<file path="src/rtl/tagcast_pkg.sv">
package tagcast_pkg;

    localparam int GRID_ROWS = 12;
    localparam int GRID_COLS = 14;
    localparam int WORD_W    = 16;
    localparam int TAG_W     = 4;

    typedef logic [WORD_W-1:0] word_t;
    typedef logic [TAG_W-1:0]  tag_t;

    // ID value that disables a controller and never matches a tag
    localparam tag_t TAG_OFF = '1;

    // routing part of a vertical bus beat
    typedef struct packed {
        tag_t row_tag;
        tag_t col_tag;
    } route_t;

    function automatic logic tag_hit(tag_t tag, tag_t id);
        return (id != TAG_OFF) && (tag == id);
    endfunction

endpackage

</file>
<file path="src/rtl/tagcast_idchain.sv">
module tagcast_idchain
    import tagcast_pkg::*;
#(
    parameter int DEPTH = 180
) (
    input  logic               clk,
    input  logic               rst,
    input  logic               shift,
    input  tag_t               din,
    output tag_t [DEPTH-1:0]   ids
);

    always_ff @(posedge clk) begin
        if (rst) begin
            ids <= {DEPTH{TAG_OFF}};
        end else if (shift) begin
            ids <= {ids[DEPTH-2:0], din};
        end
    end

endmodule

</file>
<file path="src/rtl/tagcast_filter.sv">
module tagcast_filter
    import tagcast_pkg::*;
(
    input  logic in_valid,
    input  tag_t tag,
    input  tag_t id,
    output logic out_valid
);

    assign out_valid = in_valid && tag_hit(tag, id);

endmodule

</file>
<file path="src/rtl/tagcast_row.sv">
module tagcast_row
    import tagcast_pkg::*;
#(
    parameter int COLS = 14
) (
    input  logic              bus_valid,
    input  route_t            bus,
    input  tag_t              row_id,
    input  tag_t [COLS-1:0]   col_ids,
    output logic [COLS-1:0]   hit
);

    logic hbus_valid;

    // vertical level: row tag against the row controller ID
    tagcast_filter row_ctl (
        .in_valid  (bus_valid),
        .tag       (bus.row_tag),
        .id        (row_id),
        .out_valid (hbus_valid)
    );

    // horizontal level: column tag against each endpoint controller ID
    for (genvar c = 0; c < COLS; c++) begin : g_col
        tagcast_filter col_ctl (
            .in_valid  (hbus_valid),
            .tag       (bus.col_tag),
            .id        (col_ids[c]),
            .out_valid (hit[c])
        );
    end

endmodule

</file>
<file path="src/rtl/tagcast_grid.sv">
module tagcast_grid
    import tagcast_pkg::*;
#(
    parameter int ROWS = GRID_ROWS,
    parameter int COLS = GRID_COLS
) (
    input  logic                   clk,
    input  logic                   rst,
    input  logic                   cfg_shift,
    input  logic [TAG_W-1:0]       cfg_id,
    input  logic                   src_valid,
    output logic                   src_ready,
    input  logic [TAG_W-1:0]       src_row_tag,
    input  logic [TAG_W-1:0]       src_col_tag,
    input  logic [WORD_W-1:0]      src_data,
    input  logic [ROWS*COLS-1:0]   pe_enable,
    output logic [ROWS*COLS-1:0]   ep_valid,
    output logic [WORD_W-1:0]      ep_data,
    input  logic [ROWS*COLS-1:0]   ep_ready
);

    localparam int EP    = ROWS * COLS;
    localparam int CHAIN = ROWS + EP;

    tag_t [CHAIN-1:0] id_vec;
    route_t           route;
    logic [EP-1:0]    hit;
    logic [EP-1:0]    pend_q;
    word_t            data_q;
    logic             drain_ok;
    logic             fire;

    tagcast_idchain #(.DEPTH(CHAIN)) chain_i (
        .clk   (clk),
        .rst   (rst),
        .shift (cfg_shift),
        .din   (cfg_id),
        .ids   (id_vec)
    );

    assign route = '{row_tag: src_row_tag, col_tag: src_col_tag};

    for (genvar r = 0; r < ROWS; r++) begin : g_row
        tagcast_row #(.COLS(COLS)) row_i (
            .bus_valid (src_valid),
            .bus       (route),
            .row_id    (id_vec[r]),
            .col_ids   (id_vec[ROWS + r*COLS +: COLS]),
            .hit       (hit[r*COLS +: COLS])
        );
    end

    // every pending word must leave this cycle before a new one may land
    assign drain_ok  = &(~pend_q | ep_ready);
    assign src_ready = drain_ok && !cfg_shift;
    assign fire      = src_valid && src_ready;

    always_ff @(posedge clk) begin
        if (rst) begin
            pend_q <= '0;
            data_q <= '0;
        end else if (fire) begin
            pend_q <= hit & pe_enable;
            data_q <= src_data;
        end else begin
            pend_q <= pend_q & ~ep_ready;
        end
    end

    assign ep_valid = pend_q;
    assign ep_data  = data_q;

endmodule

</file>
<file path="config.mk">
export PLATFORM = sky130hd
export DESIGN_NAME = tagcast_grid
export DESIGN_NICKNAME = d
export VERILOG_FILES = /design/src/rtl/tagcast_pkg.sv /design/src/rtl/tagcast_idchain.sv /design/src/rtl/tagcast_filter.sv /design/src/rtl/tagcast_row.sv /design/src/rtl/tagcast_grid.sv
export SDC_FILE = /design/constraint.sdc
export NUM_CORES = 2
export LEC_CHECK = 0
export BUFFER_PORTS_ARGS = -buffer_cell sky130_fd_sc_hd__clkbuf_2
export CAP_MARGIN = 20
export CORE_ASPECT_RATIO = 0.5
export CORE_MARGIN = 5
export CORE_UTILIZATION = 50
export DETAILED_ROUTE_END_ITERATION = 16
export PLACE_DENSITY_LB_ADDON = 0.05
export SKIP_CTS_REPAIR_TIMING = 1
export SLEW_MARGIN = 15
export SYNTH_ARGS = -nofsm -noshare
export SYNTH_HDL_FRONTEND = slang
export SYNTH_SLANG_ARGS = --single-unit
</file>
<file path="constraint.sdc">
create_clock -name clk -period 9.9 [get_ports clk]
set_input_delay 2.97 -clock clk [delete_from_list [all_inputs] [get_ports clk]]
set_output_delay 2.97 -clock clk [all_outputs]
set_load 0.01 [all_outputs]
</file>
After elaboration in Yosys (flattened, before gate mapping)
Cells that the tools add are included.
W data, S select, Z words.
{"block": "word_totals", "register_bits": 904, "out_inout_bits": 185, "inputBits": 368, "word_cells": 912}
{"block": "classes", "reduce_logical": 364, "n_mux": 1, "eq_ne": 360, "bitwise": 5}
{"operator": "$eq A4 B4 Y1", "n": 180}
{"operator": "$ne A4 B4 Y1 const B", "n": 180}
{"operator": "$logic_and A1 B1 Y1", "n": 362}
{"operator": "$and A168 B168 Y168", "n": 2}
{"operator": "$not A168 Y168", "n": 2}
{"operator": "$mux W168", "n": 1}
{"operator": "$or A168 B168 Y168", "n": 1}
{"operator": "$reduce_and A168 Y1", "n": 1}
{"operator": "$logic_not A1 Y1", "n": 1}

Depth between registers and ports, before layout
{"block": "depth", "ltp_word": 6, "ltp_mapped": 8, "mapped_depth_nobuf": 6}

Cells and area by module
A second synthesis with hierarchy kept.
{"block": "unflattened", "hier_cells": 4700, "hier_area_um2": 44963.1}
{"module": "tagcast_idchain", "cells_per_inst": 2400, "seq_area_each_um2": 14413.8, "n_inst": 1, "area_each_um2": 26656.8}
{"module": "tagcast_filter", "cells_per_inst": 8, "seq_area_each_um2": 0.0, "n_inst": 180, "area_each_um2": 57.6}
{"module": "tagcast_grid", "cells_per_inst": 860, "seq_area_each_um2": 3683.5, "n_inst": 1, "area_each_um2": 7946.4}

Worst setup path before layout
OpenSTA, ideal clock, no wires.
{"block": "synth_path", "kind": "in2out", "from": "input port ep_ready[143]", "to": "output port src_ready", "required_ps": 6930, "t_arrival_ps": 4440, "setup_slack_ps": 2490, "n_path_buf": 1, "path_stages": 5, "path_cell_list": "o22ai_1 or4_1 nor4_4 buf_6 and3_1"}
{"block": "synth_between", "elab_chain_len": 3}
{"element": "start, declared", "line_no": "tagcast_grid.sv:19", "source": "input logic [ROWS*COLS-1:0] ep_ready"}
{"element": "$or A168 B168 Y168", "line_no": "tagcast_grid.sv:54", "source": "assign drain_ok = &(~pend_q | ep_ready);"}
{"element": "$reduce_and A168 Y1", "line_no": "tagcast_grid.sv:54"}
{"element": "$logic_and A1 B1 Y1", "line_no": "tagcast_grid.sv:55", "source": "assign src_ready = drain_ok && !cfg_shift;"}
{"element": "end, declared", "line_no": "tagcast_grid.sv:12", "source": "output logic src_ready,"}
Every way passes these cells.

Final worst setup path
{"block": "layout_path", "from": "input port ep_ready[151]", "to": "output port src_ready"}
Same word-level chain as after synthesis.

==> metrics.txt <==
synth unique cells 31; run status complete, no violations; cell with the most instances on the worst path sky130_fd_sc_hd__clkbuf_2; largest stage delay on the critical path 0.85 ns; cell count of the worst reg-to-reg path 7; vias in the first global route 32208; combinational family with the most area after synthesis simple AND/OR/NAND/NOR gates; post-synth top area share 43.23%; CTS tree yes; fraction of the yosys area taken by sequential cells 43.23%; cell at the slowest stage of the critical path sky130_fd_sc_hd__nor4_1; die height 214.6 microns; maximum clock frequency 0.1156 GHz; Cell Pwr Density 158.9 nW/um^2; summed instance area of the synthesized netlist 41860 sq um; RSZ-0062 raised after global routing false; measured slew at the worst slew-check pin 1.186 ns; Synth Area in Compound Gates 5.837%; leakage power total 0.02014 uW; Tcrit/Tclk final 87.39%; core footprint 83420 sq um; number of warnings issued by yosys 0; number of core rows 75; number of buffers inserted by port buffering 552; number of DRC markers in iteration 0 2780; H-tree level count 3; data arrival time of the critical path 5.68 ns; Initial Util 50.18%; global-route wire length before repair 204300 microns; total negative slack 0 ns; final hold slack 0.4622 ns; number of buffers between clock root and the deepest sink 3; via count 34008; max-capacitance violation count 0; Setup Skew 0.01545 ns; adder and majority gate portion of the synthesized area 0%; final global-route overflow total 0; clock period minus final worst setup slack 8.652 ns; number of failing hold endpoints at the final stage 0; Clock Sink Count 904; Placed Instance Area 45240 sq um; Required @ worst endpoint 6.93 ns; number of remaining DRC errors 0; largest fanout of any net on the critical path 14; endpoint type of the worst setup path output pin; most frequent cells after synthesis sky130_fd_sc_hd__dfxtp_1, sky130_fd_sc_hd__nand2_1, sky130_fd_sc_hd__mux2i_1; end of the critical path src_ready; path category of the worst min-delay check flip-flop to flip-flop; relative area change from synthesis to final layout 15.23%; endpoint of the most critical register-to-register path ep_valid[159]; placer congestion estimate 0.8964; largest cells by area after synthesis sky130_fd_sc_hd__dfxtp_1, sky130_fd_sc_hd__mux2i_1, sky130_fd_sc_hd__xor2_1; number of antenna violations at the first check in global routing 9; library cell with the highest instance count after synthesis sky130_fd_sc_hd__dfxtp_1; clock slew at the register clock pins of the worst setup and hold paths 0.07 ns; cells after synthesis 4555; Horiz. Die Dim 419.2 microns; number of cells on the worst hold path 2; overall routed net length 136900 microns; worst vdd rail ir drop 0.1193 mV; power consumption 7663 uW; total routing usage reported by global routing 29.32%; worst rel slew slack 20.18%; worst setup path category input port to output pin; TritonCTS Buffers 83; worst setup slack after layout 1.248 ns; fraction of layout cells with a size suffix above 1 14.85%; register bit count reported by yosys 904; CP delay by family, top simple AND/OR/NAND/NOR gates; fraction of synthesized cell area in xor and xnor cells 11.30%; most instantiated flip-flop cell in the synthesis netlist sky130_fd_sc_hd__dfxtp_1; instance count on the critical path 8; startpoint type of the worst setup path input port; routed length per instance 22.38 microns; clock insertion delay at the later pin of the skew report 0.66 ns; simple-gate portion of the synthesized area 19.14%; Layout Nets 5300; buffers plus inverters on the worst setup path 3; Final Max Tran Viols 0; Ports 553; critical path, cell by cell clkbuf_2 > nor2b_1 > nor4_1 > nand4_1 > nor4_4 > buf_4 > and3_1 > clkbuf_2; pin count of the biggest net entering global routing 228; async set-or-reset flop fraction in the synthesized netlist 0%; per-instance average area after synthesis 9.190 sq um; sum of net half-perimeters after detailed placement 98200 microns; summed area of non-filler cells in the final layout 48240 sq um; Mapped Nets 4923; 1st-pass router iterations 6; cell type with the largest total area after synthesis sky130_fd_sc_hd__dfxtp_1; worst reg2reg path startpoint ep_valid[31]; startpoint of the worst setup timing path ep_ready[151]; count of flip-flops with a built-in enable after synthesis 0; reg-to-reg slack, setup 5.88 ns; vias per std cell 5.561; multiplexer share of the synthesized area 17.60%; buffer cell driving the clock tree root sky130_fd_sc_hd__clkbuf_16; final number of setup-violating endpoints 0; number of antenna-violating nets in the routed design 0; Total Die Area 89960 sq um; minimum setup slack after placement 1.330 ns
cell usage in the layout, fill, tap and decap left out, types with 3 or more instances in the layout:
| cell type | instances |
|---|---|
| sky130_fd_sc_hd__buf_4 | 30 |
| sky130_fd_sc_hd__inv_1 | 13 |
| sky130_fd_sc_hd__nand2_1 | 765 |
| sky130_fd_sc_hd__nor4_1 | 36 |
| sky130_fd_sc_hd__buf_8 | 5 |
| sky130_fd_sc_hd__nor2b_1 | 153 |
| sky130_fd_sc_hd__nor4_4 | 3 |
| sky130_fd_sc_hd__o32ai_1 | 13 |
| sky130_fd_sc_hd__o2bb2ai_1 | 153 |
| sky130_fd_sc_hd__nor3_1 | 11 |
| sky130_fd_sc_hd__o22ai_1 | 6 |
| sky130_fd_sc_hd__buf_12 | 5 |
| sky130_fd_sc_hd__a31oi_1 | 12 |
| sky130_fd_sc_hd__nor2_1 | 192 |
| sky130_fd_sc_hd__clkinv_2 | 16 |
| sky130_fd_sc_hd__clkbuf_16 | 89 |
| sky130_fd_sc_hd__clkbuf_1 | 15 |
| sky130_fd_sc_hd__o21ai_0 | 168 |
| sky130_fd_sc_hd__nand4_1 | 181 |
| sky130_fd_sc_hd__xnor2_1 | 204 |
| sky130_fd_sc_hd__nand4_4 | 10 |
| sky130_fd_sc_hd__clkbuf_8 | 14 |
| sky130_fd_sc_hd__clkbuf_2 | 548 |
| sky130_fd_sc_hd__xor2_1 | 336 |
| sky130_fd_sc_hd__nand3_1 | 347 |
| sky130_fd_sc_hd__mux2i_1 | 736 |
| sky130_fd_sc_hd__diode_2 | 3 |
| sky130_fd_sc_hd__dfxtp_1 | 904 |
| sky130_fd_sc_hd__bufinv_16 | 11 |
worst min-delay path, stage by stage, from the launching register on:
cell and delay [ns]:
sky130_fd_sc_hd__dfxtp_1 0.31, sky130_fd_sc_hd__nand2_1 0.05, sky130_fd_sc_hd__mux2i_1 0.06
cell families (layout without fill, tap and decap cells):
group | Yosys count | after routing
buffers and inverters | 314 | 755
XOR/XNOR | 540 | 540
other | 0 | 3
flip-flops | 904 | 904
AO/OA/AOI/OAI | 357 | 357
multiplexers | 736 | 736
AND/OR/NAND/NOR | 1704 | 1704
routing by layer:
metal | global-route usage, % | vias to the layer above | share of wire, %
met3 | 6.241 | 205 | 5.7
li1 | - | 16469 | -
met4 | 9.538 | 4 | 3.2
met1 | 39.55 | 16517 | 45
met2 | 47.00 | 813 | 46
met5 | 0 | - | 0.020
worst min path at each step:
stage	slack, ns	to	startpoint
final	0.46	ep_data[15]	ep_data[15]
after global routing	0.48	ep_data[4]	ep_data[4]
after CTS	0.47	ep_data[4]	ep_data[4]
after detailed placement	0.45	ep_data[4]	ep_data[4]
after global placement	0.44	ep_data[15]	ep_data[15]
after floorplan	0.46	chain_i.ids[719]	chain_i.ids[719]
per-stage QoR:
stage | utilization (%) | cells
2_1_floorplan | - | 4555
3_3_place_gp | 54.22 | 5958
3_5_place_dp | 54.23 | 5958
4_1_cts | 57.73 | 6107
5_1_grt | 57.81 | 6113
6_report | 57.82 | 6115
report_power, final:
group          internal, uW  total, uW  switching, uW
sequential             3640       3640           4.29
combinational           198        520            322
clock                  2030       3500           1470
registers in the layout, indices dropped and copies added, names as in the netlist:
| signal | cells |
|---|---|
| ep_valid | 168 |
| ep_data | 16 |
| chain_i.ids | 720 |
area by class of cell:
class | instances | area, sq um
Antenna cell | 3 | 7.507
Clock buffer | 118 | 2476
Clock inverter | 31 | 442.9
Fill cell | 7514 | 35190
Inverter | 16 | 67.56
Multi-Input combinational cell | 3337 | 22570
Sequential cell | 904 | 18100
Tap cell | 1116 | 1396
Timing Repair Buffer | 590 | 3182
(Power assumes the default switching activity.)
